File: config.mk
export PLATFORM = sky130hd
export DESIGN_NAME = memSelfTest
export DESIGN_NICKNAME = d
export VERILOG_FILES = /design/src/rtl/mstPkg.sv /design/src/rtl/mstCtrl.sv /design/src/rtl/mstDatapath.sv /design/src/rtl/memSelfTest.sv
export SDC_FILE = /design/constraint.sdc
export NUM_CORES = 1
export LEC_CHECK = 0
export ABC_AREA = 1
export BUFFER_PORTS_ARGS = -buffer_cell sky130_fd_sc_hd__buf_2
export CAP_MARGIN = 20
export CORE_MARGIN = 8
export CORE_UTILIZATION = 45
export CTS_BUF_LIST = sky130_fd_sc_hd__clkbuf_2 sky130_fd_sc_hd__clkbuf_4 sky130_fd_sc_hd__clkbuf_8
export DETAILED_ROUTE_END_ITERATION = 10
export GPL_ROUTABILITY_DRIVEN = 0
export HOLD_SLACK_MARGIN = 0.02
export SETUP_SLACK_MARGIN = 0.5
export SLEW_MARGIN = 30
export SYNTH_ARGS = -nofsm -noshare
export SYNTH_HDL_FRONTEND = slang
export SYNTH_HIERARCHICAL = 1
export SYNTH_SLANG_ARGS = --single-unit
File: constraint.sdc
create_clock -name clk -period 4.15 [get_ports clk]
set_input_delay 0 -clock clk [delete_from_list [all_inputs] [get_ports clk]]
set_output_delay 0 -clock clk [all_outputs]
set_load 0.005 [all_outputs]
File: src/rtl/mstPkg.sv
`timescale 1ns/1ps
package mstPkg;
  typedef enum logic [1:0] {
    FILL_RAND  = 2'b00,
    FILL_ADDR  = 2'b01,
    FILL_SHIFT = 2'b10,
    FILL_RSVD  = 2'b11
  } fillMode_e;

  // strobes from control to datapath
  typedef struct packed {
    logic load;      // start accepted this cycle
    logic loadRand;  // the accepted start selects the random mode
    logic step;      // a location is written this cycle
  } dpStrobe_t;
endpackage

File: src/rtl/mstCtrl.sv
`timescale 1ns/1ps
module mstCtrl
  import mstPkg::*;
#(
  parameter int unsigned ADDR_W = 13,
  parameter int unsigned DATA_W = 8
) (
  input  logic              clk,
  input  logic              rstN,
  input  logic              regWr,
  input  logic [1:0]        regAddr,
  input  logic [DATA_W-1:0] regWdata,
  output logic [7:0]        ctrlRd,
  output logic [DATA_W-1:0] seedQ,
  output fillMode_e         modeQ,
  output logic [2:0]        shiftQ,
  output logic              swapPorts,
  output logic [ADDR_W-1:0] memAddr,
  output logic              memWe,
  output dpStrobe_t         strobe
);
  localparam logic [ADDR_W-1:0] LAST_ADDR = {ADDR_W{1'b1}};
  localparam logic [1:0] CTRL_SEL = 2'd0;
  localparam logic [1:0] SEED_SEL = 2'd1;

  logic              busy;
  logic              testEn;
  logic [ADDR_W-1:0] addrCnt;
  logic              ctrlWr;
  logic              startReq;
  fillMode_e         reqMode;

  assign ctrlWr   = regWr && (regAddr == CTRL_SEL) && !busy;
  assign reqMode  = fillMode_e'(regWdata[5:4]);
  assign startReq = ctrlWr && regWdata[7] && regWdata[6] && (reqMode != FILL_RSVD);

  always_ff @(posedge clk) begin
    if (!rstN) begin
      busy      <= 1'b0;
      testEn    <= 1'b0;
      modeQ     <= FILL_RAND;
      shiftQ    <= '0;
      swapPorts <= 1'b0;
      seedQ     <= '0;
      addrCnt   <= '0;
    end else begin
      if (ctrlWr) begin
        testEn    <= regWdata[6];
        modeQ     <= reqMode;
        swapPorts <= regWdata[3];
        shiftQ    <= regWdata[2:0];
      end
      if (regWr && regAddr == SEED_SEL) seedQ <= regWdata;
      if (startReq) begin
        busy    <= 1'b1;
        addrCnt <= '0;
      end else if (busy) begin
        addrCnt <= addrCnt + 1'b1;
        if (addrCnt == LAST_ADDR) busy <= 1'b0;
      end
    end
  end

  assign ctrlRd          = {busy, testEn, modeQ, swapPorts, shiftQ};
  assign memAddr         = addrCnt;
  assign memWe           = busy;
  assign strobe.load     = startReq;
  assign strobe.loadRand = startReq && (reqMode == FILL_RAND);
  assign strobe.step     = busy;


  addr_step_chk: assert property (@(posedge clk) disable iff (!rstN)
    (busy && $past(busy)) |-> addrCnt == $past(addrCnt) + 1'b1);

  first_addr_chk: assert property (@(posedge clk) disable iff (!rstN)
    $rose(busy) |-> addrCnt == '0);

  done_clear_chk: assert property (@(posedge clk) disable iff (!rstN)
    ($past(busy) && $past(addrCnt) == LAST_ADDR) |-> !busy);

  cfg_hold_chk: assert property (@(posedge clk) disable iff (!rstN)
    $past(busy) |-> ($stable(modeQ) && $stable(shiftQ) && $stable(swapPorts)));

  rsvd_block_chk: assert property (@(posedge clk) disable iff (!rstN)
    $rose(busy) |-> (modeQ != FILL_RSVD && testEn));
endmodule

File: src/rtl/mstDatapath.sv
`timescale 1ns/1ps
module mstDatapath
  import mstPkg::*;
#(
  parameter int unsigned ADDR_W    = 13,
  parameter int unsigned DATA_W    = 8,
  parameter logic [7:0]  LFSR_MASK = 8'hB8
) (
  input  logic              clk,
  input  logic              rstN,
  input  dpStrobe_t         strobe,
  input  fillMode_e         modeIn,
  input  logic [2:0]        shiftIn,
  input  logic [DATA_W-1:0] seedIn,
  input  logic [ADDR_W-1:0] addrIn,
  output logic [DATA_W-1:0] memWdata,
  output logic [15:0]       checksum
);
  logic [DATA_W-1:0] patQ;
  logic [DATA_W-1:0] lfsrNext;
  logic [DATA_W-1:0] rotNext;
  logic [15:0]       accQ;
  logic [15:0]       word;
  logic [16:0]       sumWide;
  logic [15:0]       accNext;

  function automatic logic [DATA_W-1:0] rotl(input logic [DATA_W-1:0] v, input logic [2:0] n);
    logic [2*DATA_W-1:0] w;
    w = {v, v} << n;
    return w[2*DATA_W-1:DATA_W];
  endfunction

  always_comb begin
    lfsrNext = patQ >> 1;
    if (patQ[0]) lfsrNext = lfsrNext ^ LFSR_MASK;
  end

  assign rotNext  = rotl(patQ, shiftIn);
  assign memWdata = (modeIn == FILL_ADDR) ? addrIn[DATA_W-1:0] : patQ;
  assign word     = addrIn[0] ? {8'h00, memWdata} : {memWdata, 8'h00};
  assign sumWide  = {1'b0, accQ} + {1'b0, word};
  assign accNext  = sumWide[15:0] + {15'd0, sumWide[16]};
  assign checksum = ~accQ;

  always_ff @(posedge clk) begin
    if (!rstN) begin
      patQ <= '0;
      accQ <= '0;
    end else if (strobe.load) begin
      patQ <= (strobe.loadRand && seedIn == '0) ? {{(DATA_W-1){1'b0}}, 1'b1} : seedIn;
      accQ <= '0;
    end else if (strobe.step) begin
      accQ <= accNext;
      unique case (modeIn)
        FILL_RAND:  patQ <= lfsrNext;
        FILL_SHIFT: patQ <= rotNext;
        default:    patQ <= patQ;
      endcase
    end
  end


  shift_step_chk: assert property (@(posedge clk) disable iff (!rstN)
    ($past(strobe.step) && modeIn == FILL_SHIFT) |-> patQ == rotl($past(patQ), shiftIn));

  rand_nonzero_chk: assert property (@(posedge clk) disable iff (!rstN)
    ($past(strobe.load) && modeIn == FILL_RAND) |-> patQ != '0);

  sum_hold_chk: assert property (@(posedge clk) disable iff (!rstN)
    (!$past(strobe.step) && !$past(strobe.load)) |-> $stable(checksum));
endmodule

File: src/rtl/memSelfTest.sv
`timescale 1ns/1ps
module memSelfTest
  import mstPkg::*;
#(
  parameter int unsigned ADDR_W    = 13,
  parameter int unsigned DATA_W    = 8,
  parameter logic [7:0]  LFSR_MASK = 8'hB8
) (
  input  logic              clk,
  input  logic              rstN,
  input  logic              regWr,
  input  logic [1:0]        regAddr,
  input  logic [DATA_W-1:0] regWdata,
  output logic [DATA_W-1:0] regRdata,
  output logic [ADDR_W-1:0] memAddr,
  output logic [DATA_W-1:0] memWdata,
  output logic              memWe,
  output logic              swapPorts
);
  dpStrobe_t         strobe;
  fillMode_e         modeQ;
  logic [2:0]        shiftQ;
  logic [DATA_W-1:0] seedQ;
  logic [7:0]        ctrlRd;
  logic [15:0]       checksum;

  mstCtrl #(.ADDR_W(ADDR_W), .DATA_W(DATA_W)) uCtrl (
    .clk(clk), .rstN(rstN), .regWr(regWr), .regAddr(regAddr), .regWdata(regWdata),
    .ctrlRd(ctrlRd), .seedQ(seedQ), .modeQ(modeQ), .shiftQ(shiftQ),
    .swapPorts(swapPorts), .memAddr(memAddr), .memWe(memWe), .strobe(strobe)
  );

  mstDatapath #(.ADDR_W(ADDR_W), .DATA_W(DATA_W), .LFSR_MASK(LFSR_MASK)) uData (
    .clk(clk), .rstN(rstN), .strobe(strobe), .modeIn(modeQ), .shiftIn(shiftQ),
    .seedIn(seedQ), .addrIn(memAddr), .memWdata(memWdata), .checksum(checksum)
  );

  always_comb begin
    unique case (regAddr)
      2'd0:    regRdata = ctrlRd;
      2'd1:    regRdata = seedQ;
      2'd2:    regRdata = checksum[15:8];
      default: regRdata = checksum[7:0];
    endcase
  end
endmodule

* After elaboration in Yosys (flattened, before gate mapping)
Index checks and enable logic that the tools add are counted.
Cells by class: bitwise operators 3, multiplexer cells 11, shift operators 1, reductions and logical operators 17, equal/unequal tests 6, $add $sub $neg 3
Operators by type and width (count):
- $mux W8 | 5
- $pmux W8 S3 | 1
- $add A16 B16 Y17 | 1
- $add A16 B1 Y16 | 1
- $mux W16 | 1
- $not A16 Y16 | 1
- $pmux W8 S2 | 1
- $shl A16 B3 Y16 | 1
- $add A13 B1 Y13 const B | 1
- $eq A13 B13 Y1 const B | 1
- $logic_and A1 B1 Y1 | 8
- $logic_not A8 Y1 | 1
- $logic_not A2 Y1 | 3
- $eq A2 B1 Y1 const B | 2
- $eq A2 B2 Y1 const B | 2
- $not A3 Y4 | 1
- $mux W1 | 3
- $reduce_bool A3 Y1 | 1
- $ne A2 B2 Y1 const B | 1
- $reduce_and A2 Y1 | 1
- $reduce_bool A2 Y1 | 1
- $reduce_or A2 Y1 | 1
- $logic_not A1 Y1 | 1
- $not A1 Y1 | 1
Word-level totals: word-level logic and storage cells 50, bits of input ports 13, bits in registers 53

* Depth between registers and ports, before layout
depth after elaboration 10, depth in mapped cells 30

* By module
Netlist, hierarchy kept.
By module, submodules not included:
- mstDatapath | instances 1, sequential area each 480.5 um^2, area each 2950.3 um^2, cells an instance 504
- mstCtrl | instances 1, sequential area each 580.6 um^2, area each 1382.6 um^2, cells an instance 195
- memSelfTest | instances 1, sequential area each 0.0 um^2, area each 264.0 um^2, cells an instance 47

* Worst setup path before layout
No wires, ideal clock.
path kind flip-flop to flip-flop, from register uCtrl.modeQ[0], to register uData.accQ[15], arrival 3.330 ns, path slack 0.712 ns, required time 4.041 ns, stages on the path, launching flop included 31, period minus slack after synthesis 3.438 ns, cells stage by stage dfxtp_1 buf_4 inv_1 nor2_1 inv_1 clkbuf_1 nand2_1 o21ai_0 inv_1 nor2_1 fa_1 nand2_1 nand2_1 nand3_2 nand2_1 nand3_1 nand2_1 a21oi_1 o21bai_1 ha_1 nand2_1 nor2_4 nand3_4 nor2_8 nand3_4 nor2_4 nand2_1 nand2_1 nand3_1 nand2_1 inv_1
Between the ends: cells in the longest elaborated chain, start to end 5
Ends and longest elaborated chain:
- start, declared | line mstCtrl.sv:15 | output fillMode_e modeQ,
- start signal, assigned | line mstCtrl.sv:49 | modeQ <= reqMode;
- $eq A2 B1 Y1 | line mstDatapath.sv:39 | assign memWdata = (modeIn == FILL_ADDR) ? addrIn[DATA_W-1:0] : patQ;
- $mux W8 | line mstDatapath.sv:39
- via memWdata[1] | line memSelfTest.sv:16 | output logic [DATA_W-1:0] memWdata,
- $mux W16 | line mstDatapath.sv:40 | assign word = addrIn[0] ? {8'h00, memWdata} : {memWdata, 8'h00};
- $add A16 B16 Y17 | line mstDatapath.sv:41 | assign sumWide = {1'b0, accQ} + {1'b0, word};
- $add A16 B1 Y16 | line mstDatapath.sv:42 | assign accNext = sumWide[15:0] + {15'd0, sumWide[16]};
- end signal, assigned | line mstDatapath.sv:53 | accQ <= accNext;
- end, declared | line mstDatapath.sv:22 | logic [15:0] accQ;
The timed path passes the listed nets, and every way through them passes these cells. A chain may end at the register's enable or synchronous reset.

* Worst setup path after layout
from register uCtrl.modeQ[0], to register uData.accQ[14]
Between the ends: cells in the longest elaborated chain, start to end 5
Ends and longest elaborated chain (line):
- $eq A2 B1 Y1 | mstDatapath.sv:39
- $mux W8 | mstDatapath.sv:39
- $mux W16 | mstDatapath.sv:40
- $add A16 B16 Y17 | mstDatapath.sv:41
- $add A16 B1 Y16 | mstDatapath.sv:42
No other way between the ends.

==> impl_metrics.tcl <==
set metrics [dict create \
    syn_to_final_growth_pct 14.3 \
    setup_violations 0 \
    clock-sinks 53 \
    grt-ovfl-total 0 \
    p_leak_nw 2.31 \
    yosys.area.top_type "dfxtp_1" \
    nets 828 \
    die_w_um 117 \
    placed_area_um2 4800 \
    power.total_mw 1.02 \
    multi_input_area_um2 3060 \
    dieArea_um2 13700 \
    cts.htree.levels 2 \
    mostFrequentLayoutCell "nand2_1" \
    numCtsBuffers 5 \
    worst_slack_ns 0.714 \
    required_ns 4.37 \
    drv_slew 0 \
    fmax_ghz 0.291 \
    crit_family "simple AND/OR/NAND/NOR gates" \
    rows 37 \
    core_um2 10100 \
    grt_usage 0.206 \
    grt_pass1_vias 4443 \
    skew_ns 0.00916 \
    hpwl_mm 10.9 \
    final_cell_mix "nand2_1 (171), inv_1 (108), nor2_1 (79)" \
    hold_ws_ns 0.0901 \
    outcome "finished clean" \
    dp.cells 900 \
    fill_cells 1056 \
    start_kind "register" \
    cp_data_arrival_time_ns 3.65 \
    crit_top_cell "nand2_1" \
    fin_cells 931 \
    die_h_um 117 \
    num_antenna_cells 0 \
    post-route-period-util 0.828 \
    routedWlPerCell_um 15.0 \
    routed_wl_mm 13.9 \
    synth.top_cell.area_share 0.231 \
    drive_gt1_frac 0.177 \
    synth.area.top_cells "dfxtp_1 (23%), nand2_1 (14%), inv_1 (9.1%), nand3_1 (7.3%), nor2_1 (7.0%)" \
    pre_cts_ws_ns 0.320 \
    grt_max_degree 27 \
    yosysSeqAreaShare 0.231 \
    endpoint_kind "register" \
    detail-route-antenna-nets 0 \
    slowest_delay_ns 0.38 \
    synth_area_per_cell_um2 6.16 \
    worstMarginPinSlew_ns 0.701 \
    clkTransAtPathRegs_ns 0.11 \
    synth.ff_latch_count 53 \
    crit_fanout 8 \
    synth_warnings 6 \
    initial_core_util 0.453 \
    rsz0062_at_grt "yes" \
    setup_tns_ns 0 \
    regArea_um2 1060 \
    grt_pass1_wl_mm 22.0 \
    drt_first_pass_iters 5 \
    hp-class "primary input to register" \
    syn_area_um2 4600 \
    netlist_instances 746 \
    ir_worst_vdd_v 0.000155 \
    critPathBufInv 4 \
    final.min_clock_period_ns 3.44 \
    vias_per_cell 5.29 \
    fin_area_um2 5260 \
    relSlewSlack 0.532 \
    via_count 4929 \
    power.density_nw_per_um2 195 \
    cts_tree "done" \
    yosysUniqueCellTypes 44 \
    cp_slowest_cell "ha_1" \
    io_pins 44 \
    crit_type "register to register" \
    fin_util 0.518 \
    drt_iter0_drc 377 \
    hold_viol_final 0 \
    drc 0 \
    cts_root_buffer "clkbuf_8" \
    synthesis.nets 780 \
    antenna_found_initial 0 \
    cap_violations 0 \
    clkLatencyLatePin_ns 0.32 \
    clockBufferDepth 2 \
    io_buffers 43 \
]
cell usage after synthesis (all sizes together):
library cell and count:
a211oi 1, o21bai 1, o22ai 1, a31oi 2, nand4 19, xor2 13, clkinv 1, nand3b 3
nor2 99, o21a 1, inv 116, nand2 188, o211ai 3, nor3 4, o221ai 4, a21oi 48
a311oi 1, and2 2, fa 1, o21ai 57, dfxtp 53, ha 20, clkbuf 10, nand3 75
buf 17, xnor2 1, nor4 2, a2bb2oi 1, or2 2
registers in the layout (all words and copies together) (netlist names), 2 cells and up:
| name | count |
|---|---|
| uCtrl/modeQ | 2 |
| uCtrl/shiftQ | 3 |
| uCtrl/memAddr | 13 |
| uData/accQ | 16 |
| uCtrl/seedQ | 8 |
| uData/patQ | 8 |
cell families after synthesis:
| group | share of synthesized area |
|---|---|
| AND/OR/NAND/NOR | 0.404 |
| adder cells (fa/ha/maj) | 0.0588 |
| flip-flops | 0.231 |
| AO/OA/AOI/OAI | 0.140 |
| buffers and inverters | 0.139 |
| XOR/XNOR | 0.0283 |
tightest hold or removal path: stages:
cell and delay [ns]:
buf_2 0.22, o21ai_0 0.12, nor2_1 0.04
worst paths after layout:
check / cells after the start / end / slack, ns / start
setup / recovery: 27 / uData/accQ[14] / 0.71 / uCtrl/modeQ[0]
setup reg to reg: 27 / uData/accQ[14] / 0.71 / uCtrl/modeQ[0]
hold reg to reg: 2 / uData/accQ[0] / 0.50 / uData/accQ[0]
hold / removal: 3 / uCtrl/seedQ[0] / 0.09 / rstN
area by class of cell:
class / count / share of cell area
clock buffers: 5 / 0.0131
clock inverters: 3 / 0.00500
inverters: 117 / 0.0845
multi-input cells: 549 / 0.583
flip-flops and latches: 53 / 0.202
well taps: 136 / 0.0324
repair buffers: 67 / 0.0790
repair inverters: 1 / 0.00119
metal layers:
layer | part of all wire | wire length, µm | global-route usage
met1 | 0.44 | 6080 | 0.247
met2 | 0.48 | 6730 | 0.356
met3 | 0.039 | 550 | 0.0313
met4 | 0.041 | 577 | 0.0904
met5 | 0 | 0 | 0
report_power, final:
group	internal, mW	switching (mW)
Combinational	0.0634	0.109
Clock	0.123	0.188
Sequential	0.522	0.0191
what timing repair did:
action                     in CTS  in global routing
resized for setup               6                 46
hold endpoints to repair       16                  0
buffers inserted                0                 14
pin swaps                       0                 20
hold buffers                    8                  0
setup endpoints to repair       7                 13
gates cloned                    0                  1
No activity file was read; power rests on OpenSTA's default activity.
